File: config.mk
export PLATFORM = sky130hd
export DESIGN_NAME = sticky_byte_fifo
export DESIGN_NICKNAME = d
export VERILOG_FILES = /design/src/rtl/sbf_pkg.sv /design/src/rtl/sbf_ctrl.sv /design/src/rtl/sbf_store.sv /design/src/rtl/sbf_flags.sv /design/src/rtl/sticky_byte_fifo.sv
export SDC_FILE = /design/constraint.sdc
export NUM_CORES = 1
export LEC_CHECK = 0
export ABC_CLOCK_PERIOD_IN_PS = 3250
export BUFFER_PORTS_ARGS = -buffer_cell sky130_fd_sc_hd__buf_2
export CAP_MARGIN = 10
export CORE_MARGIN = 3
export CORE_UTILIZATION = 57
export DETAILED_ROUTE_END_ITERATION = 12
export GPL_TIMING_DRIVEN = 0
export PLACE_DENSITY_LB_ADDON = 0.15
export SETUP_SLACK_MARGIN = 0.05
export SYNTH_ARGS = -nofsm -noshare
export SYNTH_HDL_FRONTEND = slang
export SYNTH_SLANG_ARGS = --single-unit
File: constraint.sdc
create_clock -name clk -period 3.25 [get_ports clk]
set_input_delay 0.8125 -clock clk [delete_from_list [all_inputs] [get_ports clk]]
set_output_delay 0.8125 -clock clk [all_outputs]
set_load 0.02 [all_outputs]
File: src/rtl/sbf_pkg.sv
package sbf_pkg;

  // Decision made by the pointer controller for the current cycle
  typedef struct packed {
    logic wr_ok;    // push accepted and stored
    logic rd_ok;    // pop accepted, read position advances
    logic ovf_evt;  // push refused because the store is full
    logic udf_evt;  // pop refused because the store is empty
  } sbf_acc_t;

  localparam int unsigned SBF_NFLAGS = 2;
  localparam int unsigned SBF_OVF = 0;
  localparam int unsigned SBF_UDF = 1;

endpackage

File: src/rtl/sbf_ctrl.sv
module sbf_ctrl
  import sbf_pkg::*;
#(
  parameter int unsigned ADDR_W = 4
) (
  input  logic              clk,
  input  logic              rst,
  input  logic              wr_req,
  input  logic              rd_req,
  output sbf_acc_t          acc,
  output logic [ADDR_W-1:0] wr_addr,
  output logic [ADDR_W-1:0] rd_addr_nxt,
  output logic [ADDR_W:0]   count,
  output logic              not_empty
);
  localparam int unsigned CNT_W = ADDR_W + 1;
  localparam logic [CNT_W-1:0] FULL_CNT = CNT_W'(2 ** ADDR_W);
  localparam logic [CNT_W-1:0] ONE_CNT = CNT_W'(1);
  localparam logic [ADDR_W-1:0] ONE_PTR = ADDR_W'(1);

  logic [ADDR_W-1:0] wr_ptr;
  logic [ADDR_W-1:0] rd_ptr;
  logic [CNT_W-1:0]  count_nxt;
  logic              is_full;
  logic              is_empty;

  assign is_full  = (count == FULL_CNT);
  assign is_empty = (count == '0);

  always_comb begin
    acc         = '0;
    acc.rd_ok   = rd_req && !is_empty && !rst;
    acc.wr_ok   = wr_req && (!is_full || acc.rd_ok) && !rst;
    acc.ovf_evt = wr_req && is_full && !acc.rd_ok && !rst;
    acc.udf_evt = rd_req && is_empty && !rst;
  end

  assign wr_addr     = wr_ptr;
  assign rd_addr_nxt = rst ? '0 : (acc.rd_ok ? rd_ptr + ONE_PTR : rd_ptr);

  always_comb begin
    count_nxt = count;
    if (acc.wr_ok && !acc.rd_ok) count_nxt = count + ONE_CNT;
    else if (acc.rd_ok && !acc.wr_ok) count_nxt = count - ONE_CNT;
  end

  always_ff @(posedge clk) begin
    if (rst) begin
      wr_ptr    <= '0;
      rd_ptr    <= '0;
      count     <= '0;
      not_empty <= 1'b0;
    end else begin
      if (acc.wr_ok) wr_ptr <= wr_ptr + ONE_PTR;
      if (acc.rd_ok) rd_ptr <= rd_ptr + ONE_PTR;
      count     <= count_nxt;
      not_empty <= (count_nxt != '0);
    end
  end

  // occupancy never exceeds capacity
  a_r2_count_bound: assert property (@(posedge clk) disable iff (rst)
    count <= FULL_CNT);

  // refused pop leaves the read position in place
  a_r6_rd_ptr_hold: assert property (@(posedge clk) disable iff (rst)
    (is_empty && rd_req) |=> $stable(rd_ptr));

  // simultaneous accepted push and pop keeps occupancy
  a_r2_both_stable: assert property (@(posedge clk) disable iff (rst)
    (acc.wr_ok && acc.rd_ok) |=> $stable(count));

endmodule

File: src/rtl/sbf_store.sv
module sbf_store #(
  parameter int unsigned ADDR_W = 4,
  parameter int unsigned DATA_W = 8
) (
  input  logic              clk,
  input  logic              rst,
  input  logic              we,
  input  logic [ADDR_W-1:0] waddr,
  input  logic [DATA_W-1:0] wdata,
  input  logic [ADDR_W-1:0] raddr,
  output logic [DATA_W-1:0] head
);
  localparam int unsigned DEPTH = 2 ** ADDR_W;

  logic [DATA_W-1:0] mem [DEPTH];
  logic              fwd;

  // Plain synchronous write port, no reset: maps onto a RAM block
  always_ff @(posedge clk) begin
    if (we) mem[waddr] <= wdata;
  end

  // Registered read of the next head address; bypass when the head slot
  // is being written in this very cycle
  assign fwd = we && (waddr == raddr);

  always_ff @(posedge clk) begin
    if (rst) head <= '0;
    else if (fwd) head <= wdata;
    else head <= mem[raddr];
  end

endmodule

File: src/rtl/sbf_flags.sv
module sbf_flags
  import sbf_pkg::*;
(
  input  logic                  clk,
  input  logic                  rst,
  input  logic                  clr,
  input  logic [SBF_NFLAGS-1:0] evt,
  output logic [SBF_NFLAGS-1:0] flag
);
  for (genvar i = 0; i < SBF_NFLAGS; i++) begin : g_flag
    always_ff @(posedge clk) begin
      if (rst || clr) flag[i] <= 1'b0;
      else if (evt[i]) flag[i] <= 1'b1;
    end

    // a raised flag holds until a clear
    a_r7_sticky: assert property (@(posedge clk) disable iff (rst)
      (flag[i] && !clr) |=> flag[i]);

    // clear dominates a coincident event
    a_r7_clear_wins: assert property (@(posedge clk) disable iff (rst)
      clr |=> !flag[i]);
  end

endmodule

File: src/rtl/sticky_byte_fifo.sv
module sticky_byte_fifo
  import sbf_pkg::*;
#(
  parameter int unsigned ADDR_W = 4,
  parameter int unsigned DATA_W = 8
) (
  input  logic              clk,
  input  logic              rst,
  input  logic              clr_err,
  input  logic              wr_en,
  input  logic [DATA_W-1:0] wr_byte,
  input  logic              rd_next,
  output logic [DATA_W-1:0] head_byte,
  output logic              has_data,
  output logic              ovf_flag,
  output logic              udf_flag,
  output logic [ADDR_W:0]   fill_count
);
  localparam int unsigned CNT_W = ADDR_W + 1;
  localparam logic [CNT_W-1:0] FULL_CNT = CNT_W'(2 ** ADDR_W);

  sbf_acc_t              acc;
  logic [ADDR_W-1:0]     wr_addr;
  logic [ADDR_W-1:0]     rd_addr_nxt;
  logic [SBF_NFLAGS-1:0] evt;
  logic [SBF_NFLAGS-1:0] flags;

  sbf_ctrl #(.ADDR_W(ADDR_W)) u_ctrl (
    .clk        (clk),
    .rst        (rst),
    .wr_req     (wr_en),
    .rd_req     (rd_next),
    .acc        (acc),
    .wr_addr    (wr_addr),
    .rd_addr_nxt(rd_addr_nxt),
    .count      (fill_count),
    .not_empty  (has_data)
  );

  sbf_store #(.ADDR_W(ADDR_W), .DATA_W(DATA_W)) u_store (
    .clk  (clk),
    .rst  (rst),
    .we   (acc.wr_ok),
    .waddr(wr_addr),
    .wdata(wr_byte),
    .raddr(rd_addr_nxt),
    .head (head_byte)
  );

  always_comb begin
    evt          = '0;
    evt[SBF_OVF] = acc.ovf_evt;
    evt[SBF_UDF] = acc.udf_evt;
  end

  sbf_flags u_flags (
    .clk (clk),
    .rst (rst),
    .clr (clr_err),
    .evt (evt),
    .flag(flags)
  );

  assign ovf_flag = flags[SBF_OVF];
  assign udf_flag = flags[SBF_UDF];

  // reset empties the queue and drops the flags
  a_r1_reset_state: assert property (@(posedge clk)
    rst |=> (fill_count == '0 && !has_data && !ovf_flag && !udf_flag));

  // ready indication agrees with occupancy
  a_r4_has_data: assert property (@(posedge clk) disable iff (rst)
    has_data == (fill_count != '0));

  // push into full queue without pop raises overflow, count held
  a_r5_overflow: assert property (@(posedge clk) disable iff (rst)
    (fill_count == FULL_CNT && wr_en && !rd_next && !clr_err)
      |=> (ovf_flag && fill_count == FULL_CNT));

  // pop from empty queue raises underflow
  a_r6_underflow: assert property (@(posedge clk) disable iff (rst)
    (fill_count == '0 && rd_next && !clr_err) |=> udf_flag);

  // flag clear keeps stored data
  a_r7_clear_keeps: assert property (@(posedge clk) disable iff (rst)
    (clr_err && !wr_en && !rd_next)
      |=> ($stable(fill_count) && $stable(head_byte)));

endmodule

Yosys cells after proc, flatten, opt, wreduce, memory -nomap -nowiden. Memories as Yosys holds them, arrays and structs flattened. A register that Yosys moved wholly into a read port is not among the register bits. Cells that the tools add are included. W data, S select, Z words.

Input port bits: 13. Memories: 1. Output and inout port bits: 16. Bits in writable memories: 128. Memory bits (read-only): 0. Logic and storage cells: 38. Register bits: 16. Latch bits: 0.

Equal/unequal tests: 1. $mul: 0. Bitwise logic cells: 0. Add/subtract/negate cells: 4. $lt $le $gt $ge: 0. Divide/modulo/power cells: 0. Multiplexer cells: 6. Shift-type cells: 0. Reduce and logical (&&, ||, !) cells: 20.

Memory list: u_store.mem (depth 16, width 8, read ports 1, clocked after memory_dff 1, write ports 1, line sbf_store.sv:15) `logic [DATA_W-1:0] mem [DEPTH];`.

Operator list (count): $logic_and A1 B1 Y1 (11); $mux W5 (2); $add A4 B1 Y4 const B (2); $mux W4 (2); $add A5 B1 Y5 const B (1); $eq A5 B5 Y1 const B (1); $logic_not A1 Y1 (5); $logic_not A5 Y1 (1); $reduce_bool A5 Y1 (1); $sub A5 B1 Y5 const B (1); $logic_or A1 B1 Y1 (2); $mux W1 (2).

Depth between registers and ports, before layout. Gate-level depths: netlist of the first run.

Depth in word-level cells: 12. Depth in mapped cells: 12. Gate-level depth less buffers: 9.

Modules after synthesis. Synthesis of the first run repeated with hierarchy kept, for this count alone.

Cells, all modules: 343. Area, all modules: 6208.5 sq um.

By module, submodules not included: sbf_store (seq. area each 4003.8 sq um, cells each 248, area an instance 5301.3 sq um, times used 1); sbf_ctrl (seq. area each 280.3 sq um, cells each 89, area an instance 849.6 sq um, times used 1); sbf_flags (seq. area each 40.0 sq um, cells each 6, area an instance 57.6 sq um, times used 1).

Worst setup path before layout of the first run. No wires, ideal clock.

Path type: input to register. Start point: input port rst. End point: memory u_store.mem[3][0], enable pin. Path buffers: 2. Setup slack: 0.507 ns. Required time: 2.867 ns. Arrival: 2.360 ns. Stages on the path: 7. Library setup time: 0.383 ns. Cells stage by stage: nand2b_1 -> clkbuf_1 -> nand3_1 -> and2_1 -> clkbuf_1 -> nand2_1 -> nor3_1.

Cells in the longest elaborated chain, start to end: 7.

Ends and longest elaborated chain: start, declared (line sticky_byte_fifo.sv:8) `input logic rst,`; $logic_not A1 Y1 (*) (line sbf_ctrl.sv:32, sbf_ctrl.sv:33); $logic_and A1 B1 Y1 (line sbf_ctrl.sv:32) `acc.rd_ok = rd_req && !is_empty && !rst;`; $logic_or A1 B1 Y1 (line sbf_ctrl.sv:33) `acc.wr_ok = wr_req && (!is_full || acc.rd_ok) && !rst;`; $logic_and A1 B1 Y1 (line sbf_ctrl.sv:33); $logic_and A1 B1 Y1 (*) (line sbf_ctrl.sv:33); $mux W1 (*) (line sbf_store.sv:20) `if (we) mem[waddr] <= wdata;`; $mux W1 (implied by the code) (*) (line sbf_store.sv:20); end, declared (line sbf_store.sv:15).

Every way passes the cells marked *; elsewhere a longest branch is shown, timed or not.

Worst setup path after layout of the first run.
Start point: register u_ctrl.count[0]. End point: register u_store.head[2] (read register of u_store.mem).

Cells in the longest elaborated chain, start to end: 6.

Ends and longest elaborated chain: start, declared (line sbf_ctrl.sv:13) `output logic [ADDR_W:0] count,`; start signal, assigned (line sbf_ctrl.sv:56) `count <= count_nxt;`; $logic_not A5 Y1 (line sbf_ctrl.sv:28) `assign is_empty = (count == '0);`; $logic_not A1 Y1 (line sbf_ctrl.sv:32); $logic_and A1 B1 Y1 (2 in series) (line sbf_ctrl.sv:32); $mux W4 (2 in series) (line sbf_ctrl.sv:39) `assign rd_addr_nxt = rst ? '0 : (acc.rd_ok ? rd_ptr + ONE_PTR : rd_ptr);`; end, declared (line sbf_store.sv:11) `output logic [DATA_W-1:0] head`.

No other way between the ends. A chain may end at the register's enable or synchronous reset.

==> impl_results.md, run 1 <==
- DRT antenna net count: 0
- Clock-pin slew of the registers on the worst-case setup and hold paths: roughly 60 ps
- Min Hold Slack: just over 500 ps
- Weighted congestion reported at the end of routability-driven placement: between 0.8 and 0.9
- Area Growth Syn to Fin: 13.3%
- Run status: complete, no violations
- CTS tree: built
- Top cell type's share of synthesized area: 0.585
- RR Endpoint: u_store.head[2]
- Wire length on met3: between 800 and 900 microns
- Unrepaired setup endpoints after global routing: false
- Antenna violations before repair: 0
- Final Hold Vio Count: 0
- Critical Path, Cell by Cell: inv_1, ha_1, nor4b_2, buf_6, or3_1, o32ai_2, a222oi_1, o211ai_1, o221ai_1
- Average vias per placed instance: about 6
- Post-DP HPWL: between 8000 and 9000 microns
- Post-DR wirelength/cell: 21.2 microns
- Leakage power: 2.60 nW
- Crit path max-delay cell type: o32ai_2
- Wire length on met1: around 5900 microns
- Max-Cap Viols: 0
- Actual slew at the worst max-slew pin: 952 ps
- Worst Path Max Fanout: 10
- Filler cells: between 700 and 800
- Startpoint-to-endpoint class of the critical path: reg -> reg
- Sinks on the clock net: about 150
- CTS Root Buffer Type: clkbuf_16
- Syn Inst Count: 428
- Area of the multi-input gates: ~2000 sq um
- Largest area contributor in the synthesized netlist: edfxtp_1
- Register bit total from synthesis: roughly 150
- Post-synth EDFFs: approximately 130
- Post-CTS setup buffers: 0
- Distinct cell type count after synthesis: 57
- Critical Path Sink Type: flip-flop
- Routed wire length: 13400 microns
- Delay of the slowest critical-path stage: between 600 and 700 ps
- Pin count of the biggest net entering global routing: 18
- Post-Route Utilization: 0.675
- Number of global-route vias before repair: between 3000 and 4000
- Syn Std Cell Area: between 6000 and 7000 sq um
- Placed cell areas: 6890 sq um
- Final instance area: around 7400 sq um
- Core Box Area: around 11000 sq um
- DRC: 0
- Part of the cycle the worst path needs: 0.925
- Met2 wirelength from detailed routing: approximately 6400 microns
- End of the worst hold path: u_flags.flag[1]
- Max Buffers Root-to-Sink: 2
- R2R setup slack: between 200 and 250 ps
- Worst-case vdd ir drop: about 0.00066 V
- N_diodes: 0
- Highest Signal Layer: met4
- Total Die Area: 12800 sq um
- Post-Syn Area per Cell: about 15 sq um
- Die boundary width: around 110 microns
- FF-to-FF Start: u_ctrl.count[0]
- Final Power: between 5 and 6 mW
- Global-route wire length before repair: approximately 21000 microns
- Category of the worst setup path launch point: flip-flop
- Highest attainable clock frequency: about 0.33 GHz
- Nets in the synthesized netlist: roughly 450
- Total of buffers placed on input and output ports: 28
- Number of buffers added by the clock tree synthesis step: 17
- Iter 0 DRT Violations: 409
- Number of cells on the worst reg-to-reg path: 9
- Family with the most delay on the worst path: compound AO/OA/AOI/OAI gates
- Placement row count: 38
- Hold Path Stages: 2
- First drt pass iteration count: 6
- Arrival time of data at the critical path endpoint: 3280 ps
- Start point of the worst hold path: u_flags.flag[1]
- Relative slew margins: 0.363
- Insertion delay of the later-clocked pin in the worst-skew pair: roughly 430 ps
- Number of buffers and inverters on the critical path: 2
- Primary FF master, synth: edfxtp_1
- Number of pins exceeding their max-slew limit in the final report: 0
- Sequential-to-total area share from yosys stat: 0.658
- Power Density: around 680 nW/um^2
- Final net count: 500
- Aggregate global routing overflow: 0
- CTS Hold Bufs: 0
- Number of gates resized after cts: 0
- Count of H-tree levels built during CTS: 4
- Data required time of the critical path: roughly 3500 ps
- All-Layer GR Usage: 0.225
- Ratio of cells with drive above 1 in the final layout: 0.191
- Final period demand of the worst path: between 3000 and 4000 ps
- Initial Util: 0.596
- Largest cells by area after synthesis: edfxtp_1 (59%), mux2i_1 (12%), dfxtp_1 (7.3%)
- Worst Hold Class: reg -> reg
- Final worst clock skew: 7.90 ps
- Yosys synthesis warning count: 0
- Area taken by flip-flops and latches: 4320 sq um
- # IOs: 29
- Async set or reset register ratio after synthesis: 0
- Final Setup Violations: 0
- Die H: between 100 and 150 microns
- Vias post-DR: between 3000 and 4000
-- final cells by class --
class                      count  share of cell area
sequential                   152               0.581
tap                          140              0.0235
clock buffer                  21              0.0592
buffer                        18              0.0219
inverter                      18             0.00908
timing repair buffer          32              0.0215
clock inverter                10              0.0109
multi-input combinational    240               0.273
-- synthesized netlist by cell type (all sizes together), types with 4 or more instances --
cell,instances
dfxtp,24
nand2,19
ha,8
xor2,5
inv,18
nor3,6
o211ai,7
clkbuf,5
nand4,6
a21oi,5
a222oi,7
mux2i,81
or3,4
nand3,7
mux2,9
o221ai,10
nor2,22
buf,13
edfxtp,128
xnor2,4
-- kinds of logic (layout without fill, tap and decap cells) --
kind of cell             Yosys count  count (layout)  synth area share
adder cells (fa/ha/maj)            8               8            0.0152
buffers and inverters             36              99            0.0350
flip-flops                       152             152             0.658
XOR/XNOR                          10              10            0.0183
multiplexers                      90              90             0.139
AO/OA/AOI/OAI                     47              47            0.0638
AND/OR/NAND/NOR                   85              85            0.0705
-- registers in the layout, indices dropped and copies added (netlist names) --
name / count
u_store.mem: 128
u_store.head: 8
u_ctrl.rd_ptr: 4
u_flags.flag: 2
u_ctrl.count: 5
u_ctrl.wr_addr: 4
u_ctrl.not_empty: 1
-- placed cells by master (no fill, tap or decap), drive strengths merged, types with 2 or more instances in the layout --
cell type and n:
a21o 2, a311oi 2, nand4 6, or3 4, nand2b 3, a41oi 2, nand2 19, o221ai 10
and3 3, inv 18, mux2 9, nor2 22, nor3 6, nand3 7, nor2b 3, or4 2
xnor2 4, and2 3, dfxtp 24, clkinvlp 2, a222oi 7, o21ai 3, o31ai 3, o211ai 7
clkbuf 27, a21oi 5, mux2i 81, ha 8, edfxtp 128, nor4 2, buf 44, xor2 5
clkinv 7, a2bb2oi 2
-- through the flow --
stage               cells  TNS (ps)  worst slack [ps]
detailed placement    598     -3940              -239
floorplan             428         0               507
finish                631         0               244
global route          631         0              58.6
CTS                   629         0              74.7
global placement      596     -7430              -300
-- routing by layer --
metal  track usage  vias to the layer above
met1         0.308                     1868
met3        0.0626                       18
met4        0.0841                        0
met5             0                        -
met2         0.345                      127
li1              -                     1759
-- worst max-delay path by stage --
stage	startpoint	endpoint	slack, ps	cells after the start
CTS	u_ctrl.count[0]	u_store.mem[0][0]	70	8
finish	u_ctrl.count[0]	u_store.head[2]	240	9
global route	u_ctrl.count[0]	u_store.head[2]	60	12
detailed placement	rst	u_store.mem[0][1]	-240	8
floorplan	rst	u_store.mem[3][0]	510	7
global placement	rst	u_store.mem[3][4]	-300	8
-- report_power, final --
part	switching (mW)	internal, mW	leakage, nW
clock	0.724	1.03	0.252
combinational	0.579	0.460	1.00
sequential	0.0524	2.18	1.35
-- tightest hold or removal path, stage by stage (launching register included) --
cell and delay, ps:
dfxtp_1 310, a21oi_1 110, nor3_1 50
No activity file was read; power rests on OpenSTA's default activity.
==> inputs of run 2 (changes only) <==
--- a/config.mk
+++ b/config.mk
@@ -6,10 +6,10 @@
 export NUM_CORES = 1
 export LEC_CHECK = 0
 export ABC_CLOCK_PERIOD_IN_PS = 3250
-export BUFFER_PORTS_ARGS = -buffer_cell sky130_fd_sc_hd__buf_2
+export BUFFER_PORTS_ARGS = -buffer_cell sky130_fd_sc_hd__buf_4
 export CAP_MARGIN = 10
 export CORE_MARGIN = 3
-export CORE_UTILIZATION = 57
+export CORE_UTILIZATION = 60
 export DETAILED_ROUTE_END_ITERATION = 12
 export GPL_TIMING_DRIVEN = 0
 export PLACE_DENSITY_LB_ADDON = 0.15
==> run 2 against run 1 <==
Effect of this change:
- die area fell by 4.7%
- clock power grew 7%
- worst hold slack got worse by 55 ps
- largest power group unchanged
- via count is 1.0% lower
==> impl_results.md, run 2 (synthesized netlist as in run 1, its figures left out) <==
- Max reg flops: 128 (unchanged)
- Worst-case vdd ir drop: 0.000409 V (-38%)
- Power Density: 689 nW/um^2 (+1.8%)
- Internal Dissipation: 3.78 mW (+2.6%)
- CTS tree: built
- Core Box Area: 10500 sq um (-5.2%)
- Vias post-DR: 3734 (-1.0%)
- Post-DR wirelength/cell: 20.7 microns (-2.5%)
- DRT antenna net count: 0 (unchanged)
- Pre-CTS worst setup slack: -255 ps (-16.2 ps)
- Register bank with the most flops: u_store.mem
- N_diodes: 0 (unchanged)
- Number of buffers added by the clock tree synthesis step: 17 (unchanged)
- Start point of the critical path: u_ctrl.count[0]
- Total of buffers placed on input and output ports: 28 (unchanged)
- Sequential cell fraction of total power: 0.431 (-0.013)
- Power dissipated by switching net loads: 1.41 mW (+4.3%)
- Global-route wire length before repair: 20700 microns (-0.99%)
- Relative contribution of combinational cells to total power: 0.207 (about the same)
- Area Growth Syn to Fin: 14.7%
- Category of the worst setup path launch point: flip-flop
- DRC: 0 (unchanged)
- Final Power: 5.19 mW (+3.1%)
- Number of buffers and inverters on the critical path: 2 (unchanged)
- Actual slew at the worst max-slew pin: 907 ps (-44.4 ps)
- Worst Path Max Fanout: 10 (unchanged)
- Max Buffers Root-to-Sink: 2 (unchanged)
- FF-to-FF Start: u_ctrl.count[0]
- Family with the most delay on the worst path: compound AO/OA/AOI/OAI gates
- Crit path depth: 9 (unchanged)
- Final Setup Violations: 0 (unchanged)
- Insertion delay of the later-clocked pin in the worst-skew pair: 520 ps (+90 ps)
- Top Registers: u_store.mem (128), u_store.head (8), u_ctrl.count (5)
- Number of cells in the finished layout apart from fillers: 627 (-0.63%)
- Data required time of the critical path: 3640 ps (+110 ps)
- Worst Hold Class: in -> reg
- Total Die Area: 12200 sq um (-4.7%)
- First drt pass iteration count: 5 (-1)
- Switching share of power: 0.272 (+0.00319)
- Relative slew margins: 0.395 (+0.0319)
- Startpoint-to-endpoint class of the critical path: reg -> reg
- Number of pins exceeding their max-slew limit in the final report: 0 (unchanged)
- Crit path max-delay cell type: o32ai_2
- Highest-count cells in the layout ignoring fill and taps: edfxtp_1 (128), mux2i_1 (81), buf_4 (29)
- Final period demand of the worst path: 3000 ps (-5.69 ps)
- Antenna violations before repair: 0 (unchanged)
- Ratio of cells with drive above 1 in the final layout: 0.196 (+0.00407)
- Part of the cycle the worst path needs: 0.923 (-0.00175)
- Sinks on the clock net: 152 (unchanged)
- Most common cell after layout, fill and taps aside: edfxtp_1
- Critical Path, Cell by Cell: inv_1, ha_1, nor4b_2, buf_6, or3_1, o32ai_2, a222oi_1, o211ai_1, o221ai_1
- Run status: complete, no violations
- CTS Root Buffer Type: clkbuf_8
- Placed cell areas: 6950 sq um (+0.80%)
- Aggregate global routing overflow: 0 (unchanged)
- Unrepaired setup endpoints after global routing: false
- Routed wire length: 13000 microns (-3.1%)
- Number of global-route vias before repair: 3751 (-1.1%)
- Initial Util: 0.628 (+0.0323)
- Final instance area: 7540 sq um (+1.3%)
- Start point of the worst hold path: clr_err
- Setup WS post-layout: 250 ps (+5.69 ps)
- Critical Path Sink Type: flip-flop
- Highest attainable clock frequency: 0.333 GHz (+0.19%)
- Clock-pin slew of the registers on the worst-case setup and hold paths: 70 ps (about the same)
- Final net count: 499 (-0.20%)
- Hold Path Stages: 2 (unchanged)
- Iter 0 DRT Violations: 302 (-26%)
- # IOs: 29 (unchanged)
- Final worst clock skew: 12.0 ps (+4.09 ps)
- Final Hold Vio Count: 0 (unchanged)
- Delay of the slowest critical-path stage: 700 ps (+50 ps)
- Number of cells on the worst reg-to-reg path: 9 (unchanged)
- Count of H-tree levels built during CTS: 4 (unchanged)
- Clock network power share: 0.362 (+0.013)
- Weighted congestion reported at the end of routability-driven placement: 0.846 (about the same)
- Die H: 111 microns (-2.4%)
- Average vias per placed instance: 5.96 (-0.38%)
- Pin count of the biggest net entering global routing: 18 (unchanged)
- # placed instances: 592 (-1.0%)
- Placement row count: 37 (-2.6%)
- Leakage power: 2.63 nW (+0.87%)
- Post-DP HPWL: 8450 microns (-4.1%)
- Max-Cap Viols: 0 (unchanged)
- Die boundary width: 111 microns (-2.4%)
- All-Layer GR Usage: 0.223 (-0.00180)
- Arrival time of data at the critical path endpoint: 3390 ps (+110 ps)
## run 2: worst register-to-register path, cell delays in order (launching register included)
cell and delay (ps):
dfxtp_1 440, inv_1 120, ha_1 230, nor4b_2 180, buf_6 150, or3_1 420
o32ai_2 700, a222oi_1 270, o211ai_1 210, o221ai_1 150
## run 2: worst paths after layout
kind | to | slack [ps]
max reg2reg | u_store.head[7] | 250
min | u_flags.flag[0] | 450
min reg2reg | u_flags.flag[1] | 520
max | u_store.head[7] | 250
## run 2: repair_timing
item / CTS / global route
hold buffers: 0 / 0
buffers inserted: 0 / 0
setup endpoints to repair: 0 / 8
resized for setup: 0 / 1
hold endpoints to repair: 0 / 0
## run 2: per-stage QoR
step | util | setup TNS [ps] | hold slack [ps]
floorplan | - | 0 | 516
global placement | 0.664 | -5050 | 495
detailed placement | 0.664 | -6860 | 503
CTS | 0.718 | 0 | 430
global route | 0.720 | 0 | 429
finish | 0.720 | 0 | 451
## run 2: cell type report
cell class | count | area [sq um]
clock buffer | 19 | 422
inverter | 18 | 67.6
timing repair buffer | 31 | 228
multi-input combinational | 240 | 2020
fill | 680 | 2930
buffer | 18 | 163
sequential | 152 | 4320
tap | 136 | 170
clock inverter | 13 | 144
## run 2: power groups by stage
stage	registers, mW	clock network [mW]	logic [mW]
floorplan	2.33	0	0.712
global placement	2.27	0	1.04
detailed placement	2.28	0	1.06
CTS	2.24	1.90	1.07
global route	2.25	1.99	1.15
finish	2.24	1.88	1.08
## run 2: routing by layer
layer | wire (microns) | vias up | global-route usage | part of all wire
li1 | - | 1759 | - | -
met1 | 5810 | 1823 | 0.304 | 0.45
met2 | 6260 | 138 | 0.361 | 0.48
met3 | 819 | 14 | 0.0570 | 0.063
met4 | 98 | 0 | 0.0550 | 0.0076
met5 | 0 | - | 0 | 0
